==> src/rtl/i2ct_pkg.sv <==
package i2ct_pkg;

  typedef enum logic [2:0] {
    ST_IDLE,
    ST_ADDR,
    ST_WRITE,
    ST_ACK_WAIT,
    ST_ACK_SLOT,
    ST_TX_LOAD,
    ST_TX_BITS,
    ST_MACK
  } tgt_state_e;

  typedef struct packed {
    logic scl_rise;
    logic scl_fall;
    logic start;
    logic stop;
    logic sda;
  } bus_ev_t;

endpackage

==> src/rtl/i2ct_sync.sv <==
module i2ct_sync #(
  parameter int W      = 2,
  parameter int STAGES = 2
) (
  input  logic         clk,
  input  logic         rst,
  input  logic [W-1:0] d,
  output logic [W-1:0] q
);
  logic [STAGES-1:0][W-1:0] pipe;

  always_ff @(posedge clk) begin
    if (rst) pipe <= '1;
    else     pipe <= {pipe[STAGES-2:0], d};
  end

  assign q = pipe[STAGES-1];
endmodule

==> src/rtl/i2ct_bus_events.sv <==
module i2ct_bus_events
  import i2ct_pkg::*;
(
  input  logic    clk,
  input  logic    rst,
  input  logic    scl_s,
  input  logic    sda_s,
  output bus_ev_t ev
);
  logic scl_q, sda_q;

  always_ff @(posedge clk) begin
    if (rst) begin
      scl_q <= 1'b1;
      sda_q <= 1'b1;
    end else begin
      scl_q <= scl_s;
      sda_q <= sda_s;
    end
  end

  always_comb begin
    ev.scl_rise = scl_s & ~scl_q;
    ev.scl_fall = ~scl_s & scl_q;
    ev.start    = scl_s & scl_q & sda_q & ~sda_s;
    ev.stop     = scl_s & scl_q & ~sda_q & sda_s;
    ev.sda      = sda_s;
  end
endmodule

==> src/rtl/i2ct_engine.sv <==
module i2ct_engine
  import i2ct_pkg::*;
#(
  parameter int ADDR_W = 7,
  parameter int DATA_W = 8
) (
  input  logic              clk,
  input  logic              rst,
  input  logic [ADDR_W-1:0] own_addr,
  input  bus_ev_t           ev,
  input  logic              take_ok,
  input  logic              local_ready,
  input  logic [DATA_W-1:0] tx_data,
  output logic              scl_oe,
  output logic              sda_oe,
  output logic [DATA_W-1:0] rx_data,
  output logic              rx_valid,
  output logic              tx_req
);
  localparam int CNT_W = $clog2(DATA_W + 1);
  localparam logic [CNT_W-1:0] FULL = CNT_W'(DATA_W);

  tgt_state_e        state;
  logic [CNT_W-1:0]  cnt;
  logic [DATA_W-1:0] shreg;
  logic              is_addr, rd_mode, acked, mack_ok;
  logic              addr_hit;

  assign addr_hit = (shreg[DATA_W-1 -: ADDR_W] == own_addr);

  always_ff @(posedge clk) begin
    if (rst) begin
      state    <= ST_IDLE;
      cnt      <= '0;
      shreg    <= '0;
      is_addr  <= 1'b0;
      rd_mode  <= 1'b0;
      acked    <= 1'b0;
      mack_ok  <= 1'b0;
      scl_oe   <= 1'b0;
      sda_oe   <= 1'b0;
      rx_data  <= '0;
      rx_valid <= 1'b0;
      tx_req   <= 1'b0;
    end else begin
      rx_valid <= 1'b0;
      tx_req   <= 1'b0;
      if (ev.start) begin
        state  <= ST_ADDR;
        cnt    <= '0;
        sda_oe <= 1'b0;
        scl_oe <= 1'b0;
      end else if (ev.stop) begin
        state  <= ST_IDLE;
        sda_oe <= 1'b0;
        scl_oe <= 1'b0;
      end else begin
        case (state)
          ST_IDLE: begin
            sda_oe <= 1'b0;
            scl_oe <= 1'b0;
          end
          ST_ADDR, ST_WRITE: begin
            scl_oe <= 1'b0;
            if (ev.scl_rise && cnt != FULL) begin
              shreg <= {shreg[DATA_W-2:0], ev.sda};
              cnt   <= cnt + 1'b1;
            end else if (ev.scl_fall && cnt == FULL) begin
              if (state == ST_ADDR && !addr_hit) begin
                state <= ST_IDLE;
              end else begin
                state   <= ST_ACK_WAIT;
                is_addr <= (state == ST_ADDR);
                if (state == ST_ADDR) rd_mode <= shreg[0];
              end
            end
          end
          ST_ACK_WAIT: begin
            // SDA settles one cycle before a held SCL is let go
            if (local_ready) begin
              sda_oe <= take_ok;
              acked  <= take_ok;
              state  <= ST_ACK_SLOT;
              if (!is_addr && take_ok) begin
                rx_valid <= 1'b1;
                rx_data  <= shreg;
              end
            end else begin
              scl_oe <= 1'b1;
            end
          end
          ST_ACK_SLOT: begin
            scl_oe <= 1'b0;
            if (ev.scl_fall) begin
              sda_oe <= 1'b0;
              cnt    <= '0;
              if (!acked)                  state <= ST_IDLE;
              else if (is_addr && rd_mode) state <= ST_TX_LOAD;
              else                         state <= ST_WRITE;
            end
          end
          ST_TX_LOAD: begin
            if (local_ready) begin
              shreg  <= tx_data;
              sda_oe <= ~tx_data[DATA_W-1];
              tx_req <= 1'b1;
              cnt    <= '0;
              state  <= ST_TX_BITS;
            end else begin
              scl_oe <= 1'b1;
            end
          end
          ST_TX_BITS: begin
            scl_oe <= 1'b0;
            if (ev.scl_rise) begin
              cnt <= cnt + 1'b1;
            end else if (ev.scl_fall) begin
              if (cnt == FULL) begin
                sda_oe <= 1'b0;
                state  <= ST_MACK;
              end else begin
                shreg  <= {shreg[DATA_W-2:0], 1'b0};
                sda_oe <= ~shreg[DATA_W-2];
              end
            end
          end
          ST_MACK: begin
            scl_oe <= 1'b0;
            sda_oe <= 1'b0;
            if (ev.scl_rise)      mack_ok <= ~ev.sda;
            else if (ev.scl_fall) state   <= mack_ok ? ST_TX_LOAD : ST_IDLE;
          end
          default: state <= ST_IDLE;
        endcase
      end
    end
  end
endmodule

==> src/rtl/i2c_target.sv <==
module i2c_target
  import i2ct_pkg::*;
#(
  parameter int ADDR_W      = 7,
  parameter int DATA_W      = 8,
  parameter int SYNC_STAGES = 2
) (
  input  logic              clk,
  input  logic              rst,
  input  logic [ADDR_W-1:0] own_addr,
  input  logic              scl_i,
  input  logic              sda_i,
  output logic              scl_oe,
  output logic              sda_oe,
  input  logic              take_ok,
  input  logic              local_ready,
  output logic [DATA_W-1:0] rx_data,
  output logic              rx_valid,
  input  logic [DATA_W-1:0] tx_data,
  output logic              tx_req
);
  logic [1:0] lines_s;
  bus_ev_t    ev;

  i2ct_sync #(.W(2), .STAGES(SYNC_STAGES)) sync_i (
    .clk (clk),
    .rst (rst),
    .d   ({scl_i, sda_i}),
    .q   (lines_s)
  );

  i2ct_bus_events events_i (
    .clk   (clk),
    .rst   (rst),
    .scl_s (lines_s[1]),
    .sda_s (lines_s[0]),
    .ev    (ev)
  );

  i2ct_engine #(.ADDR_W(ADDR_W), .DATA_W(DATA_W)) engine_i (
    .clk         (clk),
    .rst         (rst),
    .own_addr    (own_addr),
    .ev          (ev),
    .take_ok     (take_ok),
    .local_ready (local_ready),
    .tx_data     (tx_data),
    .scl_oe      (scl_oe),
    .sda_oe      (sda_oe),
    .rx_data     (rx_data),
    .rx_valid    (rx_valid),
    .tx_req      (tx_req)
  );
endmodule

==> config.mk <==
export PLATFORM = sky130hd
export DESIGN_NAME = i2c_target
export DESIGN_NICKNAME = d
export VERILOG_FILES = /design/src/rtl/i2ct_pkg.sv /design/src/rtl/i2ct_sync.sv /design/src/rtl/i2ct_bus_events.sv /design/src/rtl/i2ct_engine.sv /design/src/rtl/i2c_target.sv
export SDC_FILE = /design/constraint.sdc
export NUM_CORES = 1
export LEC_CHECK = 0
export ABC_AREA = 1
export BUFFER_PORTS_ARGS = -buffer_cell sky130_fd_sc_hd__buf_2
export CELL_PAD_IN_SITES_DETAIL_PLACEMENT = 1
export CELL_PAD_IN_SITES_GLOBAL_PLACEMENT = 1
export CORE_ASPECT_RATIO = 2
export CORE_MARGIN = 2
export CORE_UTILIZATION = 43
export CTS_CLUSTER_SIZE = 28
export DETAILED_ROUTE_END_ITERATION = 8
export PLACE_DENSITY = 0.89
export SLEW_MARGIN = 20
export SYNTH_ARGS = -nofsm -noshare
export SYNTH_HDL_FRONTEND = slang
export SYNTH_SLANG_ARGS = --single-unit
==> constraint.sdc <==
create_clock -name clk -period 2.8 [get_ports clk]
set_input_delay 0.14 -clock clk [delete_from_list [all_inputs] [get_ports clk]]
set_output_delay 0.14 -clock clk [all_outputs]
set_load 0.02 [all_outputs]
==> impl_results.md <==
- Nets: 390
- Hold path endpoint: sync_i.pipe[1]
- CP endpoint kind: flip-flop
- Total CTS buffers: 5
- Crit path DAT: 2.32 ns
- Clk network pwr share: 33.8%
- Clock transition at the registers of the reported paths: 0.08 ns
- Die W: 54.9 um
- Status: finished, final reports clean
- Avg Cell Area, Syn: 6.74 um2
- Util after Layout: 49.2%
- Diodes inserted: 0
- Final hold violation count: 0
- DR WL/cell: 14.2 um
- CP peak stage delay: 0.43 ns
- Row count: 37
- Slowest stage cell, crit path: dfxtp_1
- Cts hold-fix bufs: 0
- Fill count: 701
- #FFs+latches synth: 37
- Yosys cell types: 34
- Most common cell on crit path: nand2_1
- Min-Delay Path Class: in -> reg
- Layout cells sized above 1: 23.6%
- Core Region: 5050 um2
- Root Driver: clkbuf_8
- # resized after CTS: 0
- Hold Crit Start: scl_i
- Yosys top cell area share: 33.3%
- # DRC: 0
- Global-route wire length before repair: 10000 um
- R2R setup slack: 0.67 ns
- Sw frac: 28.4%
- Slew headroom: 54.5%
- Dominant cell type by area after synthesis: dfxtp_1
- CTS tree: built
- Power density cells: 435 nW/um2
- Boundary Pins: 33
- FF-to-FF path depth: 11
- Syn Nets: 357
- Final slew viol count: 0
- Layout area overhead: 11.6%
- Clk sinks: 37
- Cell chain of the critical path: inv_1 > ha_1 > nand2_2 > inv_1 > nand2_1 > nand2_1 > nand3b_4 > nor2_8 > nand2_1 > nand2_1 > nor2_1
- # H-tree levels: 2
- Largest net degree at the start of global routing: 24
- Yosys warning count: 0
- Combinational share of power: 14.3%
- Final setup violation count: 0
- Total grt overflow: 0
- TritonRoute pass-1 iters: 4
- Hold path depth: 2
- Critical R2R Launch: engine_i.state[1]
- Delay-heaviest family, CP: simple AND/OR/NAND/NOR gates
- Post-route setup TNS: 0 ns
- Dominant cells by area after synthesis: dfxtp_1, nand2_1, nor2_1, inv_1, o21ai_0
- F_max: 0.469 GHz
- Drt via density: 5.16
- Cell Area, Synth: 2220 um2
- Clock Latency Late Sink: 0.29 ns
- Vias in the first global route: 2272
- Bufs on Longest Clock Path: 2
- CP Launch Type: flip-flop
- Overall Global Routing Usage: 23.0%
- Number of synthesized flops with an enable pin: 0
- Initial Util: 44.1%
- P_int: 0.000773 W
- Worst Max-Slew Pin Slew: 0.681 ns
- Post-Syn Instances: 330
- Final critical-path share of the clock period: 76.1%
- Crit-path max FO: 15
- DR vias: 2176
- Sequential Power Share: 51.9%
- Clock skew: 0.00551 ns
- WS Path Type: reg -> reg
- Critical Path RT: 2.99 ns
- Psw: 0.000306 W
- ANT nets after route: 0
- Detailed Route WL: 5990 um
- Buf+Inv Stages, Crit Path: 2
- Setup Buffers After CTS: 0
- Max_cap viols: 0
- Worst R2R End: engine_i.shreg[5]
- Most used DFF post-synth: dfxtp_1
- DR iter-0 viols: 50
- Full die area: 5800 um2
- Initial antenna violation count: 0
- Peak VDD IR: 390 uV
- IO Port Bufs: 32
- Setup repair after global routing missed its margin: no
- LEAKAGE: 1.23 nW
- Final worst path period need: 2.13 ns
- Ys async rst share: 0%
- Sequential area share after synthesis: 33.3%
- Die height: 106 um
- DP Wirelength: 4750 um
- GPL Wtd Cong: 0.900
[how the worst max path moves through the flow]
stage	start	to	slack, ns	depth (start not counted)
after floorplan	engine_i.state[1]	engine_i.state[1]	1.14	13
after CTS	engine_i.state[1]	engine_i.shreg[2]	0.68	11
final	engine_i.state[1]	engine_i.shreg[5]	0.67	11
after global routing	engine_i.state[1]	engine_i.sda_oe	0.41	9
after global placement	engine_i.state[1]	engine_i.shreg[4]	0.88	11
after detailed placement	engine_i.state[1]	engine_i.shreg[5]	0.69	11
[routing by layer]
layer  GRT usage [%]  wire length [um]  vias to the layer above  share of wire, %
met4            8.93               191                        0               3.2
met3            3.82               154                       16               2.6
met5               0                 0                        -                 0
met2            38.4              3130                       48                52
li1                -                 -                     1096                 -
met1            27.7              2520                     1016                42
[cells in the mapped netlist (3+ instances only)]
| cell | instances |
|---|---|
| a21oi_1 | 15 |
| nand2_1 | 86 |
| nand2_2 | 11 |
| ha_1 | 6 |
| dfxtp_1 | 37 |
| inv_2 | 5 |
| nor2_2 | 12 |
| inv_1 | 39 |
| or2_2 | 7 |
| nand3_1 | 10 |
| a22oi_1 | 7 |
| nor2_1 | 46 |
| nor3_1 | 6 |
| o21ai_0 | 16 |
| nand4_1 | 3 |
[power by group through the flow]
stage | Combinational [W] | Clock, W | Sequential (W)
final | 0.000154 | 0.000364 | 0.000561
after detailed placement | 0.000154 | 0 | 0.000573
after global placement | 0.000146 | 0 | 0.000572
after floorplan | 0.000113 | 0 | 0.000569
after CTS | 0.000156 | 0.000375 | 0.000561
after global routing | 0.000176 | 0.000395 | 0.000563
[layout by cell type, fill, tap and decap left out]
| master | netlist | layout |
|---|---|---|
| o211ai_1 | 1 | 1 |
| dfxtp_1 | 37 | 37 |
| nor2_8 | 2 | 2 |
| clkinv_2 | 0 | 2 |
| inv_2 | 5 | 5 |
| nor3_1 | 6 | 6 |
| nand2_2 | 11 | 11 |
| nor2_4 | 2 | 2 |
| or2_2 | 7 | 7 |
| buf_2 | 0 | 32 |
| a21oi_1 | 15 | 15 |
| clkbuf_8 | 0 | 5 |
| inv_4 | 1 | 1 |
| ha_1 | 6 | 6 |
| inv_1 | 39 | 39 |
| a22oi_1 | 7 | 7 |
| o21ai_1 | 1 | 1 |
| a21oi_2 | 1 | 1 |
| nor3_4 | 1 | 1 |
| nand2_4 | 1 | 1 |
| o21ai_2 | 2 | 2 |
| nand3_2 | 1 | 1 |
| nor4_1 | 1 | 1 |
| clkbuf_1 | 1 | 1 |
| nand2_1 | 86 | 86 |
| xnor2_1 | 2 | 2 |
| nand3b_4 | 1 | 1 |
| nand3_1 | 10 | 10 |
| o21bai_1 | 1 | 1 |
| nor2_1 | 46 | 46 |
| nor2_2 | 12 | 12 |
| nand4_1 | 3 | 3 |
| o21ai_0 | 16 | 16 |
[final cells by class]
cell class / instances / area [um2] / area share [%]
well taps: 58 / 72.6 / 2.92
multi-input cells: 242 / 1250 / 50.6
repair buffers: 32 / 160 / 6.45
flip-flops and latches: 37 / 741 / 29.8
clock inverters: 2 / 10.0 / 0.403
clock buffers: 6 / 72.6 / 2.92
inverters: 45 / 171 / 6.91
[logic make-up (layout without fill, tap and decap cells)]
logic type,count (synthesis),in the layout,synth area share [%]
compound gates,44,44,11.4
xor+xnor,2,2,0.788
fa+ha+maj,6,6,3.37
buf+inv,51,85,10.3
flops,37,37,33.3
simple gates,190,190,40.8
[sequential cells by signal (all words and copies together) (netlist names), 2 cells and up]
register and count:
engine_i.state 3, engine_i.rx_data 8, sync_i.pipe 2, sync_i.q 2, engine_i.cnt 4, engine_i.shreg 8
[per-stage QoR]
step | cell area [um2] | power [W] | setup WS (ns) | std cells | hold WS (ns)
finish | 2480 | 0.00108 | 0.668 | 422 | 0.0312
global route | 2480 | 0.00113 | 0.409 | 422 | 0.0205
CTS | 2480 | 0.00109 | 0.683 | 422 | 0.0211
detailed placement | 2400 | 0.000727 | 0.695 | 414 | 0.327
global placement | 2400 | 0.000718 | 0.877 | 414 | 0.328
floorplan | 2220 | 0.000682 | 1.14 | 330 | 0.212
Power figures use the tool's default switching activity.
